## src/rtl/can_acf_pkg.sv

```systemverilog
// Package: shared types and sizes for the CAN identifier acceptance filter.
// Assumes four identifier bytes and a two-bit organization field.
package can_acf_pkg;

    typedef enum logic [1:0] {
        ACF_WIDE   = 2'b00,
        ACF_HALF   = 2'b01,
        ACF_BYTE   = 2'b10,
        ACF_CLOSED = 2'b11
    } acf_mode_e;

    localparam int ACF_ID_BYTES = 4;
    localparam int ACF_BYTE_W   = 8;

endpackage

```

## src/rtl/can_acf_route.sv

```systemverilog
// Module: picks which identifier byte feeds filter slot SLOT under the
// current organization. Assumes NBYTES is even (the half mode splits in two).
module can_acf_route
    import can_acf_pkg::*;
#(
    parameter int BYTE_W = 8,
    parameter int NBYTES = 4,
    parameter int SLOT   = 0,
    localparam int ID_W  = BYTE_W * NBYTES,
    localparam int HALF  = NBYTES / 2
) (
    input  logic [ID_W-1:0]   id_word,
    input  acf_mode_e         mode,
    output logic [BYTE_W-1:0] id_byte
);

    localparam int HALF_SRC = SLOT % HALF;

    // Select the identifier byte that this code/mask slot compares against.
    always_comb begin
        unique case (mode)
            ACF_HALF: id_byte = id_word[HALF_SRC*BYTE_W +: BYTE_W];
            ACF_BYTE: id_byte = id_word[0 +: BYTE_W];
            default:  id_byte = id_word[SLOT*BYTE_W +: BYTE_W];
        endcase
    end

endmodule

```

## src/rtl/can_acf_byte_cmp.sv

```systemverilog
// Module: masked compare of one identifier byte with one code byte.
// A mask bit of 1 makes that bit position don't-care.
module can_acf_byte_cmp #(
    parameter int BYTE_W = 8
) (
    input  logic [BYTE_W-1:0] id_byte,
    input  logic [BYTE_W-1:0] code_byte,
    input  logic [BYTE_W-1:0] mask_byte,
    output logic              byte_ok
);

    logic [BYTE_W-1:0] bit_ok;

    // Each bit passes when it agrees with the code or is masked out.
    always_comb begin
        bit_ok  = ~(id_byte ^ code_byte) | mask_byte;
        byte_ok = &bit_ok;
    end

endmodule

```

## src/rtl/can_acf_resolve.sv

```systemverilog
// Module: groups the per-slot byte results into filters for the current
// organization and encodes the lowest-numbered matching filter.
// Assumes NBYTES is even and a power of two.
module can_acf_resolve
    import can_acf_pkg::*;
#(
    parameter int NBYTES = 4,
    localparam int HIT_W = $clog2(NBYTES),
    localparam int HALF  = NBYTES / 2
) (
    input  logic [NBYTES-1:0] slot_ok,
    input  acf_mode_e         mode,
    output logic              any_hit,
    output logic [HIT_W-1:0]  hit_num
);

    logic [NBYTES-1:0] filt_ok;

    // Form the match vector, one bit per filter, under the organization.
    always_comb begin
        filt_ok = '0;
        unique case (mode)
            ACF_WIDE: filt_ok[0] = &slot_ok;
            ACF_HALF: begin
                filt_ok[0] = &slot_ok[HALF-1:0];
                filt_ok[1] = &slot_ok[NBYTES-1:HALF];
            end
            ACF_BYTE: filt_ok = slot_ok;
            default:  filt_ok = '0;
        endcase
    end

    // Priority encode: scan from the top so the lowest matching index wins.
    always_comb begin
        any_hit = |filt_ok;
        hit_num = '0;
        for (int i = NBYTES - 1; i >= 0; i--) begin
            if (filt_ok[i]) hit_num = HIT_W'(i);
        end
    end

endmodule

```

## src/rtl/can_id_accept_filter.sv

```systemverilog
// Module: CAN identifier acceptance filter, top level.
// Samples the identifier bytes, code/mask bank and organization on an edge
// where id_valid is high. It pulses accept/load_fg one cycle later and
// records the matching filter. Code/mask bytes above ID_BYTES are unused.
// Assumes ID_BYTES = 4 so that the hit index fits ctrl_rd[1:0].
module can_id_accept_filter
    import can_acf_pkg::*;
#(
    parameter int BYTE_W     = ACF_BYTE_W,
    parameter int ID_BYTES   = ACF_ID_BYTES,
    parameter int BANK_BYTES = 8,
    localparam int ID_W      = BYTE_W * ID_BYTES,
    localparam int BANK_W    = BYTE_W * BANK_BYTES,
    localparam int HIT_W     = $clog2(ID_BYTES)
) (
    input  logic              clk,
    input  logic              rst_n,
    input  logic              id_valid,
    input  logic [ID_W-1:0]   id_word,
    input  logic [BANK_W-1:0] acc_code,
    input  logic [BANK_W-1:0] acc_mask,
    input  logic [1:0]        filt_mode,
    output logic              accept,
    output logic              load_fg,
    output logic [HIT_W-1:0]  hit_idx,
    output logic [7:0]        ctrl_rd
);

    acf_mode_e         mode;
    logic [ID_BYTES-1:0] slot_ok;
    logic              any_hit;
    logic [HIT_W-1:0]  hit_num;
    logic              accept_q;
    logic [HIT_W-1:0]  hit_q;
    logic              unused_bank_hi;

    assign mode = acf_mode_e'(filt_mode);

    // Upper bank bytes carry no function in any organization.
    assign unused_bank_hi = ^{acc_code[BANK_W-1:ID_W], acc_mask[BANK_W-1:ID_W]};

    for (genvar j = 0; j < ID_BYTES; j++) begin : g_slot
        logic [BYTE_W-1:0] sel_byte;

        can_acf_route #(
            .BYTE_W (BYTE_W),
            .NBYTES (ID_BYTES),
            .SLOT   (j)
        ) u_route (
            .id_word (id_word),
            .mode    (mode),
            .id_byte (sel_byte)
        );

        can_acf_byte_cmp #(
            .BYTE_W (BYTE_W)
        ) u_cmp (
            .id_byte   (sel_byte),
            .code_byte (acc_code[j*BYTE_W +: BYTE_W]),
            .mask_byte (acc_mask[j*BYTE_W +: BYTE_W]),
            .byte_ok   (slot_ok[j])
        );
    end

    can_acf_resolve #(
        .NBYTES (ID_BYTES)
    ) u_resolve (
        .slot_ok (slot_ok),
        .mode    (mode),
        .any_hit (any_hit),
        .hit_num (hit_num)
    );

    // Register the accept pulse and capture the hit index on acceptance.
    always_ff @(posedge clk) begin
        if (!rst_n) begin
            accept_q <= 1'b0;
            hit_q    <= '0;
        end else begin
            accept_q <= id_valid && any_hit;
            if (id_valid && any_hit) hit_q <= hit_num;
        end
    end

    // Drive the outputs and the control/status byte layout.
    always_comb begin
        accept  = accept_q;
        load_fg = accept_q;
        hit_idx = hit_q;
        ctrl_rd = {2'b00, filt_mode, 2'b00, 2'(hit_q)};
    end

endmodule

```

## config.mk

```make
export PLATFORM = sky130hd
export DESIGN_NAME = can_id_accept_filter
export DESIGN_NICKNAME = d
export VERILOG_FILES = /design/src/rtl/can_acf_pkg.sv /design/src/rtl/can_acf_route.sv /design/src/rtl/can_acf_byte_cmp.sv /design/src/rtl/can_acf_resolve.sv /design/src/rtl/can_id_accept_filter.sv
export SDC_FILE = /design/constraint.sdc
export NUM_CORES = 1
export LEC_CHECK = 0
export CORE_AREA = 4 4 78 80
export DETAILED_ROUTE_END_ITERATION = 12
export DIE_AREA = 0 0 82 84
export GPL_TIMING_DRIVEN = 0
export PLACE_DENSITY_LB_ADDON = 0.3
export SLEW_MARGIN = 10
export SYNTH_ARGS = -nofsm -noshare
export SYNTH_HDL_FRONTEND = slang
export SYNTH_SLANG_ARGS = --single-unit
```

## constraint.sdc

```tcl
create_clock -name clk -period 3 [get_ports clk]
set_clock_uncertainty 0.15 [all_clocks]
set_input_delay 0.3 -clock clk [delete_from_list [all_inputs] [get_ports clk]]
set_output_delay 0.3 -clock clk [all_outputs]
set_load 0.01 [all_outputs]
```

* Word level (Yosys, flattened, before mapping)
Index checks and enable logic that the tools add are counted.
Storage, ports and cells: word-level logic and storage cells 37, latch bits 0, RAM bits 0, memories kept 0, input bits 165, output and inout port bits 12, bits in read-only memories 0, bits in registers 3
Cells by class: multiplexer cells 10, eq/ne operators 2, magnitude comparators 0, shift-type cells 0, bitwise operators 12, reductions and logical operators 11, divide/modulo/power cells 0, multiply operators 0, add/subtract/negate cells 0
Operator list (count):
- $not A8 Y8 | 4
- $or A8 B8 Y8 | 4
- $reduce_and A16 Y1 | 2
- $reduce_and A32 Y1 | 1
- $reduce_and A8 Y1 | 4
- $xor A8 B8 Y8 | 4
- $mux W8 | 2
- $pmux W8 S2 | 1
- $mux W2 | 5
- $reduce_or A4 Y1 | 1
- $pmux W1 S3 | 1
- $eq A2 B1 Y1 const B | 1
- $eq A2 B2 Y1 const B | 1
- $logic_not A2 Y1 | 1
- $pmux W1 S2 | 1
- $reduce_or A2 Y1 | 1
- $logic_and A1 B1 Y1 | 1

* Depth between registers and ports, before layout
Gate-level depths: netlist of run 1.
word-level depth 12, mapped depth 11, depth with buffers taken out 9

* By module
Synthesis of run 1 repeated with hierarchy kept, for this count alone.
Unflattened totals: cells, all modules 148, area total of the unflattened synthesis 1258.7 µm²
Modules (own cells, without submodules):
- can_acf_byte_cmp | times used 4, cells an instance 13, area an instance 107.6 µm², seq. area each 0.0 µm²
- can_acf_route (g_slot[3].u_route) | times used 1, cells an instance 31, area an instance 192.7 µm², seq. area each 0.0 µm²
- can_id_accept_filter | times used 1, cells an instance 21, area an instance 175.2 µm², seq. area each 60.1 µm²
- can_acf_route (g_slot[1].u_route) | times used 1, cells an instance 10, area an instance 145.1 µm², seq. area each 0.0 µm²
- can_acf_resolve | times used 1, cells an instance 17, area an instance 137.6 µm², seq. area each 0.0 µm²
- can_acf_route (g_slot[2].u_route) | times used 1, cells an instance 9, area an instance 117.6 µm², seq. area each 0.0 µm²
- can_acf_route (g_slot[0].u_route) | times used 1, cells an instance 8, area an instance 60.1 µm², seq. area each 0.0 µm²

* Worst setup path before layout of run 1
No wires, ideal clock.
path kind input port to flip-flop, start point input port filt_mode[0], end point register hit_q[1], in the netlist hit_idx[1], required time 2.734 ns, cell stages on the path 11, buffers on the path 2, setup time 0.116 ns, arrival time 2.443 ns, slack 0.291 ns, cells stage by stage inv_1 ha_1 buf_4 buf_6 mux2i_1 mux2i_1 o2111ai_1 or3_1 o32a_1 or3_1 o211a_1
On the way: longest elaborated chain between the ends 11, elaborated cells between the ends (all ways) 31, classes of those cells 2 x eq/ne; 10 x mux; 9 x bitwise; 10 x reduce/logical
RTL lines:
- start: declaration | RTL line can_id_accept_filter.sv:22 | input logic [1:0] filt_mode,
- $eq A2 B2 Y1 / $eq A2 B1 Y1 (equally long branches) | RTL line can_acf_route.sv:21, can_acf_resolve.sv:22
- $pmux W8 S2 / $reduce_or A2 Y1 (equally long branches)
- $xor A8 B8 Y8 / $mux W8 (equally long branches) | RTL line can_acf_byte_cmp.sv:16, can_acf_route.sv:21
- $not A8 Y8 / $xor A8 B8 Y8 (equally long branches) | RTL line can_acf_byte_cmp.sv:16 | bit_ok = ~(id_byte ^ code_byte) | mask_byte;
- $or A8 B8 Y8 / $not A8 Y8 (equally long branches) | RTL line can_acf_byte_cmp.sv:16
- $reduce_and A8 Y1 / $or A8 B8 Y8 (equally long branches) | RTL line can_acf_byte_cmp.sv:17, can_acf_byte_cmp.sv:16
- $mux W2 / $reduce_and A8 Y1 (equally long branches) | RTL line can_acf_resolve.sv:22, can_acf_byte_cmp.sv:17
- $mux W2, on equally long branches | RTL line can_acf_resolve.sv:38, can_acf_resolve.sv:22
- $mux W2 (3 in series) | RTL line can_acf_resolve.sv:38 | if (filt_ok[i]) hit_num = HIT_W'(i);
- end signal: assignment | RTL line can_id_accept_filter.sv:81 | if (id_valid && any_hit) hit_q <= hit_num;
- end: declaration | RTL line can_id_accept_filter.sv:34 | logic [HIT_W-1:0] hit_q;
Several ways; a longest one is shown, not always the timed one. A chain may end at the register's enable or synchronous reset.

* Worst setup path after layout of run 1
start point input port filt_mode[1], end point register hit_q[0], in the netlist hit_idx[0]
The elaborated chain is that of the path after synthesis.

==> results of run 1 <==
[logic make-up (layout without fill, tap and decap cells)]
kind of cell	after synthesis	count (layout)
xor+xnor	31	31
mux	25	25
simple gates	42	42
other cells	1	4
fa+ha+maj	5	5
compound gates	37	37
buf+inv	22	139
flops	3	3
[through the flow]
step | cell area [sq um] | hold WS (ns) | utilization [%] | setup WS [ns] | power, W
2_1_floorplan | 1320 | 0.266 | - | 0.291 | 0.000203
3_5_place_dp | 2490 | 0.473 | 46.0 | -0.632 | 0.000390
6_report | 2610 | 0.478 | 48.3 | 0.189 | 0.000528
4_1_cts | 2550 | 0.477 | 47.2 | 0.00908 | 0.000517
5_1_grt | 2610 | 0.536 | 48.3 | 0.0141 | 0.000564
3_3_place_gp | 2490 | 0.462 | 46.0 | -0.638 | 0.000387
[final cells by class]
type	instances	area, sq um	share of cell area, %
Timing Repair Buffer	113	1110	42.5
Inverter	8	30.0	1.15
Multi-Input combinational cell	144	1150	44.2
Tap cell	72	90.1	3.45
Sequential cell	3	60.1	2.30
Buffer	14	121	4.65
Clock buffer	4	45.0	1.73
[power groups by stage]
stage / sequential [W] / combinational [W] / clock [W]
2_1_floorplan: 0.0000435 / 0.000159 / 0
3_3_place_gp: 0.0000430 / 0.000344 / 0
3_5_place_dp: 0.0000430 / 0.000347 / 0
4_1_cts: 0.0000425 / 0.000354 / 0.000121
5_1_grt: 0.0000427 / 0.000398 / 0.000123
6_report: 0.0000425 / 0.000367 / 0.000118
[synthesized netlist by cell type, types with 3 or more instances]
cell type	count
xnor2_1	13
buf_6	3
o22ai_1	7
ha_1	5
buf_4	10
a22oi_1	10
nor2_1	20
xor2_1	18
mux2i_1	25
o2111ai_1	3
nor2b_1	9
inv_1	8
or3_1	4
dfxtp_1	3
[flip-flops by register name, summed over array words and instances (netlist names)]
signal   flops
hit_idx      2
accept       1
[worst min-delay path by stage]
stage | start | to | cells past startpoint
2_1_floorplan | id_valid | accept$_SDFF_PN0_ | 2
3_3_place_gp | hit_idx[1]$_SDFFE_PN0P_ | hit_idx[1]$_SDFFE_PN0P_ | 3
3_5_place_dp | hit_idx[1]$_SDFFE_PN0P_ | hit_idx[1]$_SDFFE_PN0P_ | 3
4_1_cts | hit_idx[1]$_SDFFE_PN0P_ | hit_idx[1]$_SDFFE_PN0P_ | 3
5_1_grt | hit_idx[1]$_SDFFE_PN0P_ | hit_idx[1]$_SDFFE_PN0P_ | 3
6_report | hit_idx[1]$_SDFFE_PN0P_ | hit_idx[1]$_SDFFE_PN0P_ | 3
[layout by cell type (no fill, tap or decap), drive strengths merged, types with 3 or more instances in the layout]
| cell | Yosys | final |
|---|---|---|
| xor2 | 18 | 18 |
| clkbuf | 0 | 4 |
| o2111ai | 3 | 3 |
| inv | 8 | 8 |
| a22oi | 10 | 10 |
| nor2 | 20 | 20 |
| ha | 5 | 5 |
| buf | 14 | 21 |
| mux2i | 25 | 25 |
| nor2b | 9 | 9 |
| clkdlybuf4s50 | 0 | 106 |
| conb | 1 | 4 |
| o22ai | 7 | 7 |
| xnor2 | 13 | 13 |
| or3 | 5 | 5 |
| dfxtp | 3 | 3 |
[worst max-delay path: cells and delay by family]
family                     cells  cell delay (ns)
buffers and inverters          5             0.62
AOI/OAI and AO/OA              3             0.56
and+or+nand+nor                2             0.53
muxes                          2             0.47
adders and majority gates      1             0.29
[per-layer routing]
| layer | track usage [%] | share of wire [%] | up-vias |
|---|---|---|---|
| li1 | - | - | 833 |
| met1 | 15.7 | 40 | 705 |
| met2 | 22.3 | 46 | 81 |
| met3 | 4.32 | 13 | 4 |
| met4 | 2.27 | 0.53 | 0 |
| met5 | 0 | 0 | - |
[repair_timing]
action                                  4_1_cts  5_1_grt
endpoints found under the setup margin        3        3
gates resized for setup                       8       10
pin swaps                                     0        3
buffers inserted                              1        4
==> metrics.md, run 1 <==
| Metric | Value |
|---|---|
| Crit-path cells | buf_2 > inv_1 > ha_1 > buf_6 > buf_4 > mux2i_1 > mux2i_1 > o2111ai_2 > buf_4 > or2_1 > nor4_2 > o31ai_2 > o221a_1 |
| N_diodes | 0 |
| DRT Pass-1 Iters | 4 |
| PortBufs | 108 |
| Post-synthesis mux area share | 19.2% |
| CTS sink cnt | 3 |
| Critical path type | in2reg |
| DR vias | 1,623 |
| Seq pwr share | 8.1% |
| CP Capture Type | flop |
| Fin nets | 457 |
| Cells on worst reg2reg path | 4 |
| First-pass GRT wire length | 7.10 mm |
| CTS clock-pin slew for the worst setup and hold paths | 0.03 ns |
| TritonCTS clock tree | done |
| Hold Fails Final Rpt | 0 |
| Seq/Total Area, Yosys | 4.60% |
| Power Dens Cells | 202 nW/um^2 |
| Vias in the first global route | 1,588 |
| Finish-stage setup viols | 0 |
| Vias per cell | 4.53 |
| Top Ports | 177 |
| Yosys top cell area share | 19.2% |
| Status | completed |
| Inst Count DP | 349 |
| GRT Util Overall | 13.0% |
| Switch Pwr | 0.000167 W |
| Required @ worst endpoint | 2.95 ns |
| Worst skew pair latency | 0.21 ns |
| Sw frac | 31.6% |
| Arrival @ worst endpoint | 2.76 ns |
| Placer Congestion | 0.761 |
| Cell variety after synth | 37 |
| Setup crit start | filt_mode[1] |
| Clock power share | 22.4% |
| Synth Warn # | 0 |
| Post-Synth Adder-Cell Area | 4.79% |
| Fill cells | 558 |
| Leak | 1.02 nW |
| FFs w/ async S/R, synth | 0% |
| Final worst path period share | 93.7% |
| RSZ-0062 raised after global routing | false |
| Critical Path Source Type | input port |
| CTS Buf Count | 3 |
| 1st-iter DRT viols | 21 |
| Drt total wl | 4.75 mm |
| Cell taking the most area after synthesis | mux2i_1 |
| Register-to-register setup slack | 1.88 ns |
| HPWL after DPL | 4.30 mm |
| # rows | 27 |
| Non-Filler Instances | 358 |
| Post-Syn Instances | 166 |
| P&R area growth vs syn | 99.7% |
| Gate power share | 69.6% |
| Initial antenna violation count | 0 |
| Slowest-stage cell, CP | nor4_2 |
| Hold Path Class | reg2reg |
| Largest family of logic cells by synthesized area | compound AO/OA/AOI/OAI gates |
| Dominant synthesized flop cell | dfxtp_1 |
| Largest net degree at the start of global routing | 11 |
| Avg Inst Size Synth | 7.87 sq um |
| Min Tclk post-route | 2.81 ns |
| Cell-internal power | 0.000361 W |
| Htree depth | 1 |
| Reg-to-reg startpoint | hit_idx[0]$_SDFFE_PN0P_ |
| Die Span Y | 84 microns |
| CP max FO | 7 |
| Crit path capture | hit_idx[0]$_SDFFE_PN0P_ |
| Fmax | 0.356 GHz |
| Synth Area in Compound Gates | 23.3% |
| Ranking of synthesized cells by area | mux2i_1, xor2_1, xnor2_1 |
| Max Cap Violations | 0 |
| IR drop worst, VDD | 0.000104 V |
| DRT antenna net count | 0 |
| Core box area | 5410 sq um |
| Max-slew violation count | 0 |
| Residual DRC count | 0 |
| Setup TNS | 0 ns |
| Hold bufs inserted after CTS | 0 |
| Post-Synth Simple-Gate Area | 16.1% |
| Xor and xnor area share after synthesis | 20.8% |
| Share of layout cells above drive strength 1 | 11.5% |
| WL/cell | 13.3 microns |
| Die Wd | 82 microns |
| Reg-to-reg critical path endpoint | hit_idx[0]$_SDFFE_PN0P_ |
| Max clock buf depth | 2 |
| Die area | 6890 sq um |
| EDFF count, synth | 0 |
| Number of synthesized register bits | 3 |
| Root buf cell | clkbuf_8 |
| GR Overflow Total | 0 |
| Mapped Area | 1310 sq um |
| Worst path max stage delay | 0.30 ns |
| Initial Util | 24.2% |
Note: power is estimated with default switching activity, not from simulation.
==> run 2: changes to the inputs <==
--- a/config.mk
+++ b/config.mk
@@ -9,7 +9,9 @@
 export DETAILED_ROUTE_END_ITERATION = 12
 export DIE_AREA = 0 0 82 84
 export GPL_TIMING_DRIVEN = 0
+export HOLD_SLACK_MARGIN = 0.03
 export PLACE_DENSITY_LB_ADDON = 0.3
+export RECOVER_POWER = 100
 export SLEW_MARGIN = 10
 export SYNTH_ARGS = -nofsm -noshare
 export SYNTH_HDL_FRONTEND = slang
==> run 2 against run 1 <==
Sequential power hardly changed. Largest cell class unchanged. Utilization stayed put. Critical endpoint unchanged. First-iteration DRC count is 14% higher. Sequential share of layout area stayed put. Clock power hardly changed. Highest routed layer unchanged. Global-route usage stayed put. Register-to-register slack hardly changed. Final area stayed put.
==> metrics.md, run 2 (same netlist as run 1, synthesis figures left out) <==
| Metric | Value |
|---|---|
| Status | completed (unchanged) |
| Critical path's most frequent cell | mux2i_1 |
| Vias per cell | 4.54 (was 4.53) |
| Required @ worst endpoint | 2.95 ns (about the same) |
| 1st-iter DRT viols | 24 (was 21) |
| WL/cell | 13.2 microns (was 13.3 microns) |
| Vias in the first global route | 1,588 (unchanged) |
| Fmax | 0.356 GHz (about the same) |
| Share of layout cells above drive strength 1 | 11.5% (unchanged) |
| Gate power share | 69.5% (was 69.6%) |
| Die Wd | 82 microns (unchanged) |
| Crit-path cells | buf_2 > inv_1 > ha_1 > buf_6 > buf_4 > mux2i_1 > mux2i_1 > o2111ai_2 > clkbuf_4 > or2_1 > nor4_2 > o31ai_2 > o221a_1 (was buf_2 > inv_1 > ha_1 > buf_6 > buf_4 > mux2i_1 > mux2i_1 > o2111ai_2 > buf_4 > or2_1 > nor4_2 > o31ai_2 > o221a_1) |
| GRT Util Overall | 13.0% (unchanged) |
| Htree depth | 1 (unchanged) |
| Core box area | 5410 sq um (unchanged) |
| CTS Buf Count | 3 (unchanged) |
| Critical path type | in2reg (unchanged) |
| DRT Pass-1 Iters | 4 (unchanged) |
| Worst path max stage delay | 0.30 ns (about the same) |
| GR Overflow Total | 0 (unchanged) |
| CP max FO | 7 (unchanged) |
| Final worst path period share | 93.7% (about the same) |
| RSZ-0062 raised after global routing | false (unchanged) |
| Hold Path Class | reg2reg (unchanged) |
| Final Util | 48.3% (unchanged) |
| Initial antenna violation count | 0 (unchanged) |
| DR vias | 1,625 (was 1,623) |
| Clock power share | 22.4% (about the same) |
| Max FFs per register | 2 (unchanged) |
| Max clock buf depth | 2 (unchanged) |
| First-pass GRT wire length | 7.10 mm (unchanged) |
| PortBufs | 108 (unchanged) |
| Register-to-register setup slack | 1.88 ns (about the same) |
| Min Tclk post-route | 2.81 ns (about the same) |
| Delay-heaviest family, CP | buffers and inverters (unchanged) |
| Critical Path Source Type | input port (unchanged) |
| Seq pwr share | 8.1% (about the same) |
| Fill cells | 558 (unchanged) |
| Finish-stage setup viols | 0 (unchanged) |
| CP Capture Type | flop (unchanged) |
| Placer Congestion | 0.761 (unchanged) |
| CTS sink cnt | 3 (unchanged) |
| P&R area growth vs syn | 99.7% (unchanged) |
| Most frequent cells in the layout | clkdlybuf4s50_1, mux2i_1, nor2_1 (unchanged) |
| Drt total wl | 4.74 mm (was 4.75 mm) |
| Worst skew pair latency | 0.21 ns (about the same) |
| Die Span Y | 84 microns (unchanged) |
| Setup TNS | 0 ns (unchanged) |
| Top Ports | 177 (unchanged) |
| Initial Util | 24.2% (unchanged) |
| Residual DRC count | 0 (unchanged) |
| DRT antenna net count | 0 (unchanged) |
| Slowest-stage cell, CP | nor4_2 (unchanged) |
| Hold Fails Final Rpt | 0 (unchanged) |
| Fin nets | 457 (unchanged) |
| TritonCTS clock tree | done (unchanged) |
| HPWL after DPL | 4.30 mm (unchanged) |
| Power Dens Cells | 201 nW/um^2 (was 202 nW/um^2) |
| Arrival @ worst endpoint | 2.76 ns (about the same) |
| Commonest non-fill, non-tap cell in the layout | clkdlybuf4s50_1 (unchanged) |
| Root buf cell | clkbuf_8 (unchanged) |
| Switch Pwr | 0.000166 W (was 0.000167 W) |
| Max Cap Violations | 0 (unchanged) |
| Cell-internal power | 0.000359 W (was 0.000361 W) |
| CTS clock-pin slew for the worst setup and hold paths | 0.03 ns (about the same) |
| Largest net degree at the start of global routing | 11 (unchanged) |
| Die area | 6890 sq um (unchanged) |
| N_diodes | 0 (unchanged) |
| # rows | 27 (unchanged) |
| IR drop worst, VDD | 0.000104 V (about the same) |
| Leak | 1.04 nW (was 1.02 nW) |
| Buffers and inverters on the worst path | 5 (unchanged) |
| Max-slew violation count | 0 (unchanged) |
| Sw frac | 31.7% (was 31.6%) |
run 2: cell types whose count changed in the layout (fill, tap and decap cells not counted):
cell | previous run | this run
dlygate4sd3_1 | 0 | 8
clkbuf_4 | 0 | 1
buf_4 | 14 | 13
clkdlybuf4s50_1 | 106 | 98
run 2: path summary, 6_finish.rpt:
path | depth (start not counted) | end | startpoint
max reg2reg | 4 | hit_idx[0]$_SDFFE_PN0P_ | hit_idx[0]$_SDFFE_PN0P_
min | 3 | hit_idx[1]$_SDFFE_PN0P_ | hit_idx[1]$_SDFFE_PN0P_
min reg2reg | 3 | hit_idx[1]$_SDFFE_PN0P_ | hit_idx[1]$_SDFFE_PN0P_
max | 13 | hit_idx[0]$_SDFFE_PN0P_ | filt_mode[1]
run 2: layout make-up:
| cell class | instances | area, sq um | area share (%) |
|---|---|---|---|
| repair buffers | 113 | 1110 | 42.5 |
| inverters | 8 | 30.0 | 1.15 |
| flip-flops and latches | 3 | 60.1 | 2.30 |
| plain buffers | 14 | 121 | 4.65 |
| clock buffers | 4 | 45.0 | 1.73 |
| multi-input cells | 144 | 1150 | 44.2 |
| well taps | 72 | 90.1 | 3.45 |
run 2: metrics by stage:
stage               setup WS [ns]  std cells  cell area, sq um  hold slack (ns)  power (W)
floorplan                   0.291        169              1320            0.266   0.000203
global placement           -0.638        349              2490            0.462   0.000387
detailed placement         -0.632        349              2490            0.473   0.000390
CTS                       0.00908        354              2550            0.477   0.000517
global route               0.0144        358              2610            0.533   0.000562
finish                      0.188        358              2610            0.475   0.000526
run 2: metal layers:
metal / part of all wire [%] / vias to the layer above / track usage [%]
li1: - / 833 / -
met1: 41 / 709 / 15.7
met2: 46 / 79 / 22.3
met3: 13 / 4 / 4.32
met4: 0.53 / 0 / 2.27
met5: 0 / - / 0
run 2: worst reg2reg max path, cell delays in order (launching register included):
cell and delay [ns]:
dfxtp_1 0.39, nor2_1 0.07, a31oi_1 0.14, o31a_1 0.16
o221a_1 0.16
run 2: power by group through the flow:
stage / Sequential [W] / Clock [W] / Combinational (W)
2_1_floorplan: 0.0000435 / 0 / 0.000159
3_3_place_gp: 0.0000430 / 0 / 0.000344
3_5_place_dp: 0.0000430 / 0 / 0.000347
4_1_cts: 0.0000425 / 0.000121 / 0.000354
5_1_grt: 0.0000426 / 0.000123 / 0.000396
6_report: 0.0000425 / 0.000118 / 0.000365
run 2: what timing repair did:
action | CTS | global route
gates resized for setup | 8 | 10
pin swaps | 0 | 3
buffers inserted | 1 | 4
hold endpoints to repair | 0 | 0
hold buffers | 0 | 0
endpoints found under the setup margin | 3 | 3
